## src/rtl/spi_hold_pkg.sv

```systemverilog
package spi_hold_pkg;

    // Controller states: idle, running, waiting to pause, paused, waiting to resume
    typedef enum logic [2:0] {
        ST_IDLE,
        ST_RUN,
        ST_HOLD_WAIT,
        ST_HELD,
        ST_RESUME_WAIT
    } hold_state_t;

endpackage

```

## src/rtl/spi_hold_sync.sv

```systemverilog
module spi_hold_sync #(
    parameter int                WIDTH   = 4,
    parameter int                STAGES  = 2,
    parameter logic [WIDTH-1:0]  RST_VAL = '0
) (
    input  logic             clk,
    input  logic             rst_n,
    input  logic [WIDTH-1:0] din,
    output logic [WIDTH-1:0] dout
);

    generate
        if (STAGES <= 1) begin : g_single
            logic [WIDTH-1:0] q;
            always_ff @(posedge clk or negedge rst_n) begin
                if (!rst_n) q <= RST_VAL;
                else        q <= din;
            end
            assign dout = q;
        end else begin : g_chain
            logic [STAGES-1:0][WIDTH-1:0] chain;
            always_ff @(posedge clk or negedge rst_n) begin
                if (!rst_n) chain <= {STAGES{RST_VAL}};
                else        chain <= {chain[STAGES-2:0], din};
            end
            assign dout = chain[STAGES-1];
        end
    endgenerate

endmodule

```

## src/rtl/spi_hold_edge.sv

```systemverilog
module spi_hold_edge (
    input  logic clk,
    input  logic rst_n,
    input  logic level,
    output logic rise,
    output logic fall
);

    logic level_d;

    always_ff @(posedge clk or negedge rst_n) begin
        if (!rst_n) level_d <= 1'b0;
        else        level_d <= level;
    end

    assign rise = level & ~level_d;
    assign fall = ~level & level_d;

endmodule

```

## src/rtl/spi_hold_fsm.sv

```systemverilog
module spi_hold_fsm
    import spi_hold_pkg::*;
(
    input  logic        clk,
    input  logic        rst_n,
    input  logic        cs_n_s,
    input  logic        sck_s,
    input  logic        hold_n_s,
    output hold_state_t state,
    output logic        pass_edges,
    output logic        drive_ok,
    output logic        slave_rst
);

    hold_state_t state_nxt;

    // state register
    always_ff @(posedge clk or negedge rst_n) begin
        if (!rst_n) state <= ST_IDLE;
        else        state <= state_nxt;
    end

    // transitions: pause entry and exit only at SCK low, CS high aborts
    always_comb begin
        state_nxt = state;
        unique case (state)
            ST_IDLE: begin
                if (!cs_n_s) state_nxt = ST_RUN;
            end
            ST_RUN: begin
                if (cs_n_s)         state_nxt = ST_IDLE;
                else if (!hold_n_s) state_nxt = sck_s ? ST_HOLD_WAIT : ST_HELD;
            end
            ST_HOLD_WAIT: begin
                if (cs_n_s)         state_nxt = ST_IDLE;
                else if (hold_n_s)  state_nxt = ST_RUN;
                else if (!sck_s)    state_nxt = ST_HELD;
            end
            ST_HELD: begin
                if (cs_n_s)         state_nxt = ST_IDLE;
                else if (hold_n_s)  state_nxt = sck_s ? ST_RESUME_WAIT : ST_RUN;
            end
            ST_RESUME_WAIT: begin
                if (cs_n_s)         state_nxt = ST_IDLE;
                else if (!hold_n_s) state_nxt = ST_HELD;
                else if (!sck_s)    state_nxt = ST_RUN;
            end
            default: state_nxt = ST_IDLE;
        endcase
    end

    // outputs decoded from the state
    always_comb begin
        pass_edges = 1'b0;
        drive_ok   = 1'b0;
        slave_rst  = 1'b0;
        unique case (state)
            ST_IDLE:        slave_rst  = 1'b1;
            ST_RUN, ST_HOLD_WAIT: begin
                pass_edges = 1'b1;
                drive_ok   = 1'b1;
            end
            ST_HELD, ST_RESUME_WAIT: begin
                pass_edges = 1'b0;
                drive_ok   = 1'b0;
            end
            default:        slave_rst  = 1'b1;
        endcase
    end

endmodule

```

## src/rtl/spi_hold_ctrl.sv

```systemverilog
module spi_hold_ctrl
    import spi_hold_pkg::*;
#(
    parameter int SYNC_STAGES = 2
) (
    input  logic clk,
    input  logic rst_n,
    input  logic cs_n,
    input  logic sck,
    input  logic si,
    input  logic hold_n,
    input  logic slv_so,
    input  logic slv_so_en,
    output logic bit_valid,
    output logic si_bit,
    output logic shift_fall,
    output logic pad_so,
    output logic pad_so_oe,
    output logic slv_rst
);

    localparam int          PIN_COUNT = 4;
    // bit order: {hold_n, si, sck, cs_n}; idle levels hold_n=1, cs_n=1
    localparam logic [PIN_COUNT-1:0] PIN_IDLE = 4'b1001;

    logic [PIN_COUNT-1:0] pins_s;
    logic                 cs_n_s;
    logic                 sck_s;
    logic                 si_s;
    logic                 hold_n_s;
    logic                 sck_rise;
    logic                 sck_fall;
    logic                 pass_edges;
    logic                 drive_ok;
    logic                 slave_rst;
    hold_state_t          fsm_state;

    spi_hold_sync #(
        .WIDTH   (PIN_COUNT),
        .STAGES  (SYNC_STAGES),
        .RST_VAL (PIN_IDLE)
    ) u_sync (
        .clk   (clk),
        .rst_n (rst_n),
        .din   ({hold_n, si, sck, cs_n}),
        .dout  (pins_s)
    );

    assign cs_n_s   = pins_s[0];
    assign sck_s    = pins_s[1];
    assign si_s     = pins_s[2];
    assign hold_n_s = pins_s[3];

    spi_hold_edge u_edge (
        .clk   (clk),
        .rst_n (rst_n),
        .level (sck_s),
        .rise  (sck_rise),
        .fall  (sck_fall)
    );

    spi_hold_fsm u_fsm (
        .clk        (clk),
        .rst_n      (rst_n),
        .cs_n_s     (cs_n_s),
        .sck_s      (sck_s),
        .hold_n_s   (hold_n_s),
        .state      (fsm_state),
        .pass_edges (pass_edges),
        .drive_ok   (drive_ok),
        .slave_rst  (slave_rst)
    );

    assign bit_valid  = sck_rise & pass_edges;
    assign si_bit     = si_s;
    assign shift_fall = sck_fall & pass_edges;
    assign pad_so_oe  = slv_so_en & drive_ok;
    assign pad_so     = slv_so & pad_so_oe;
    assign slv_rst    = slave_rst;

endmodule

```

## config.mk

```make
export PLATFORM = sky130hd
export DESIGN_NAME = spi_hold_ctrl
export DESIGN_NICKNAME = d
export VERILOG_FILES = /design/src/rtl/spi_hold_pkg.sv /design/src/rtl/spi_hold_sync.sv /design/src/rtl/spi_hold_edge.sv /design/src/rtl/spi_hold_fsm.sv /design/src/rtl/spi_hold_ctrl.sv
export SDC_FILE = /design/constraint.sdc
export NUM_CORES = 1
export LEC_CHECK = 0
export BUFFER_PORTS_ARGS = -buffer_cell sky130_fd_sc_hd__buf_2
export CAP_MARGIN = 15
export CORE_AREA = 2 2 39 41
export CTS_BUF_LIST = sky130_fd_sc_hd__clkbuf_8
export CTS_CLUSTER_DIAMETER = 80
export DETAILED_ROUTE_END_ITERATION = 10
export DIE_AREA = 0 0 41 43
export PLACE_DENSITY = 0.64
export SYNTH_ARGS = -nofsm -noshare
export SYNTH_HDL_FRONTEND = slang
export SYNTH_SLANG_ARGS = --single-unit
```

## constraint.sdc

```tcl
create_clock -name clk -period 2.96 [get_ports clk]
set_input_delay 0.592 -clock clk [delete_from_list [all_inputs] [get_ports clk]]
set_output_delay 0.592 -clock clk [all_outputs]
set_load 0.005 [all_outputs]
```

# Yosys cells after proc, flatten, opt, wreduce, memory -nomap -nowiden
# Index checks and enable logic that the tools add are counted.
# totals
reg_bits	12
latch_bits	0
ramBits	0
romBits	0
output_inout_bits	6
word_cells	41
mem_count	0
# classes
add_sub_neg	0
n_mul	0
div_mod_pow	0
order_cmp	0
eq_ne	9
shift	0
mux	16
bitwise_logic	8
n_reduce_logical	4
# ops
operator	count
3-bit two-way mux	12
3-bit one-hot mux with 5 select lines	1
4-bit inequality test, second input constant	2
1-bit AND	6
3-bit by 2-bit equality test with 1-bit output, second input constant	2
3-bit inequality test, second input constant	2
5-bit AND reduction	1
4-bit OR reduction	1
3-bit by 1-bit equality test with 1-bit output, second input constant	1
3-bit equality test, second input constant	1
3-bit zero test	1
1-bit two-way mux	3
2-bit inequality test, second input constant	1
1-bit NOT	2
2-bit OR reduction	1

# Longest topological paths before layout
# depth
ltp_word	5
mapped_depth	4
mapped_depth_nobuf	3

# Modules after synthesis
# Synthesis repeated with hierarchy kept, for this count alone.
# unflattened
hier_cells	39
area_unflattened_um2	478.0
# modules_own_cells
module	n_inst	cells_per_inst	area_per_inst_um2	seq_area_each_um2
spi_hold_sync	1	12	235.2	205.2
spi_hold_fsm	1	20	177.7	75.1
spi_hold_edge	1	3	40.0	25.0
spi_hold_ctrl	1	4	25.0	0.0

# Least setup slack after synthesis
# Ideal clock, no wire load.
# synth_path
path_type	register to output
start	register u_fsm.state[0]
end	output port pad_so
arrival_time_ns	0.940
required_time_ns	2.368
setup_slack_ns	1.428
stages_incl_launch_ff	4
path_cell_list	dfrtp_1 xnor2_1 nor3b_2 and2_1
# synth_via
elab_chain_cells	5
word_cells_on_any_way	6
classes_between	eq/ne: 2; mux: 1; bitwise: 2; reduce/logical: 1
# synth_lines
element	line_no	rtl
from (decl)	spi_hold_fsm.sv:9	output hold_state_t state,
from (signal assigned)	spi_hold_fsm.sv:20	else state <= state_nxt;
3-bit by 1-bit equality test with 1-bit output / 3-bit by 2-bit equality test with 1-bit output (equally long branches)	spi_hold_fsm.sv:57	unique case (state)
2-bit OR reduction (*)	-	
1-bit two-way mux (*)	spi_hold_fsm.sv:57	
1-bit AND (*)	spi_hold_ctrl.sv:77	assign pad_so_oe = slv_so_en & drive_ok;
via pad_so_oe	spi_hold_ctrl.sv:18	output logic pad_so_oe,
1-bit AND (*)	spi_hold_ctrl.sv:78	assign pad_so = slv_so & pad_so_oe;
to (decl)	spi_hold_ctrl.sv:17	output logic pad_so,
# Mark *: on every way through the listed nets, which the timed path passes. The rest lies on a longest branch.

# Final worst setup path
# layout_path
start	register u_fsm.state[1]
end	output port pad_so
# layout_via
elab_chain_cells	5
word_cells_on_any_way	6
classes_between	eq/ne: 2; mux: 1; bitwise: 2; reduce/logical: 1
# layout_lines
element	line_no
3-bit by 1-bit equality test with 1-bit output / 3-bit by 2-bit equality test with 1-bit output (equally long branches)	spi_hold_fsm.sv:57
2-bit OR reduction (*)	-
1-bit two-way mux (*)	spi_hold_fsm.sv:57
1-bit AND (*)	spi_hold_ctrl.sv:77
1-bit AND (*)	spi_hold_ctrl.sv:78
# Mark *: on every way between the ends. The rest lies on a longest branch, timed or not.

==> summary.txt <==
Drt
  • Vias: around 290
  • WL/cell: between 9 and 10 um
  • Via density: ~4.6
  • DRC violations left: 0
  • Post-route ant nets: 0
  • Post-Route WL: 607 um
  • DRT iter0 DRCs: 5
  • First-pass DRT Iterations: 3

Die
  • Core region area: 0.00138 sq mm
  • Initial core utilization: roughly a third
  • Die Y: 43 um
  • I/O Pins: 14
  • Row cnt: 14
  • Die Wd: 41 um
  • Die area: ~0.0018 sq mm

STA
  • Setup TNS Final: 0 ns
  • RSZ-0062 raised after global routing: false
  • Pins Over Slew Limit: 0
  • Hold Vio Cnt, Final: 0
  • Worst Hold Margin: ~0.22 ns
  • Crit path time final: 1.92 ns
  • Max transition margin: 79.8%
  • Tcrit/Tclk final: 64.7%
  • Clock Skew: 0.00511 ns
  • Fmax: 522 MHz
  • Final setup fails: 0
  • Tightest Pin Transition: 0.300 ns

Clock network
  • CTS tree: yes
  • Clock buffer depth: 2
  • Setup bufs post-CTS: 0
  • Hold buffers post-CTS: 0
  • Post_cts resized: 0
  • Clock transition at path regs: 0.05 ns
  • Clk_lat worst skew: 0.23 ns
  • Clock Sinks: 12
  • Cts bufs inserted: 3
  • Root Driver: clkbuf_8
  • Htree depth: 1

Synth
  • Post-synth EDFFs: 0
  • Synth area leader: dfrtp_1
  • Post-synthesis instance total: 32
  • Syn nets: 40
  • Synth warn: 0
  • Synth Flop Type: dfrtp_1
  • Mapped Area: 452 sq um
  • Most frequent cell after synthesis: dfrtp_1
  • Fraction of post-synthesis cell area in the top cell type by area: 44.3%
  • Unique cell type count in the Yosys netlist: 17
  • Async SR Flop Fraction: between 90% and 100%
  • Syn avg cell area: 14.1 sq um
  • Most area-consuming cells after synthesis: dfrtp_1, dfstp_2, nor4b_1
  • Synth top cells by count: dfrtp_1, dfstp_2, nor2_1
  • Sequential fraction of the synthesis area: 67.6%
  • Seq cells post-synth: 12

Worst setup path
  • WP data required: 2.37 ns
  • Startpoint Class: flop
  • Crit Path Max Fanout: 6
  • Crit Path Category: reg2out
  • FF-to-FF End: u_fsm.state[0]
  • Critical path capture point type: output port
  • R2r setup slk: between 1.5 and 2 ns
  • Reg2Reg Depth: 3
  • WP data arrival: between 1 and 1.5 ns
  • RR Startpoint: u_sync.dout[3]

GRT
  • First-pass GRT wire length: 1030 um
  • Vias in the first global route: 288
  • GR Util All Layers: 9.17%
  • Gr ovfl total: 0
  • Largest net degree at the start of global routing: 13
  • Initial antenna violation count: 0

Run status
  • Status: finished clean

Layout
  • Nets: 57
  • Area Overhead vs Synth: 26.3%
  • Fill count: between 100 and 150
  • Share of cells above drive strength 1: 47.9%
  • Antenna cells: 0

Pwr
  • Max IR drop VDD: about 440 uV
  • Pwr dens: 611 mW/mm^2
  • Static leakage: 0.000273 uW

Placed design
  • Routability cong.: ~0.63
  • Port Buffers: 13
  • HPWL after detailed placement: around 450 um

Hold path
  • Hold crit path type: in2async

Job
  • MaxCap Viol Count: 0
[power breakdown]
part / switching [uW] / internal, uW
clock network: 50.7 / 90.5
logic: 11.9 / 14.0
registers: 6.46 / 175
[cells in the final DEF, fill, tap and decap left out, types with 2 or more instances in the layout]
cell	count
clkbuf_8	3
nor3_1	2
dfrtp_1	8
nor4b_1	2
nor2_1	3
a21oi_1	2
dfstp_2	4
buf_2	13
[layout make-up]
class | instances | area, sq um | area share (%)
Sequential cell | 12 | 305 | 53.5
Multi-Input combinational cell | 19 | 135 | 23.7
Timing Repair Buffer | 13 | 65.1 | 11.4
Clock buffer | 3 | 41.3 | 7.24
Tap cell | 16 | 20.0 | 3.51
Clock inverter | 1 | 3.75 | 0.658
[worst max-delay path: stages (launching register included)]
cell and delay (ns):
dfrtp_1 0.43, xnor2_1 0.31, nor3b_2 0.08, and2_1 0.16, buf_2 0.12
[routing by layer]
layer	track usage (%)	share of wire (%)	vias to the layer above	routed length (um)
met3	1.57	4.6	4	28
li1	-	-	143	-
met4	10.0	5.1	0	31
met5	0	0	-	0
met1	8.39	41	137	249
met2	14.7	49	9	296
[logic make-up (layout without fill, tap and decap cells)]
logic type             Yosys count  count (layout)  share of synthesized area (%)
multiplexers                     1               1                           2.49
buffers and inverters            1              17                           2.49
AND/OR/NAND/NOR                 11              11                           15.8
XOR/XNOR                         2               2                           3.88
AO/OA/AOI/OAI                    5               5                           7.76
flip-flops                      12              12                           67.6
[stage by stage]
| step | setup slack [ns] | area, sq um | util, % | power (uW) | instances |
|---|---|---|---|---|---|
| 3_3_place_gp | 1.27 | 526 | 38.0 | 210 | 60 |
| 4_1_cts | 1.02 | 571 | 41.2 | 356 | 64 |
| 5_1_grt | 0.954 | 571 | 41.2 | 368 | 64 |
| 2_1_floorplan | 1.43 | 452 | - | 196 | 32 |
| 6_report | 1.04 | 571 | 41.2 | 348 | 64 |
| 3_5_place_dp | 1.27 | 526 | 38.0 | 211 | 60 |
[worst max-delay path by stage]
stage | start | to | slack, ns
floorplan | u_fsm.state[0] | pad_so | 1.43
detailed placement | slv_so_en | pad_so | 1.27
global route | u_fsm.state[1] | pad_so | 0.95
global placement | slv_so_en | pad_so | 1.27
CTS | u_fsm.state[1] | pad_so | 1.02
finish | u_fsm.state[1] | pad_so | 1.04
[state kept, by name (all words and copies together) (netlist names)]
name,flops
u_sync.g_chain.chain,4
u_edge.level_d,1
u_fsm.state,3
u_sync.dout,4
Note: power is estimated with default switching activity, not from simulation.
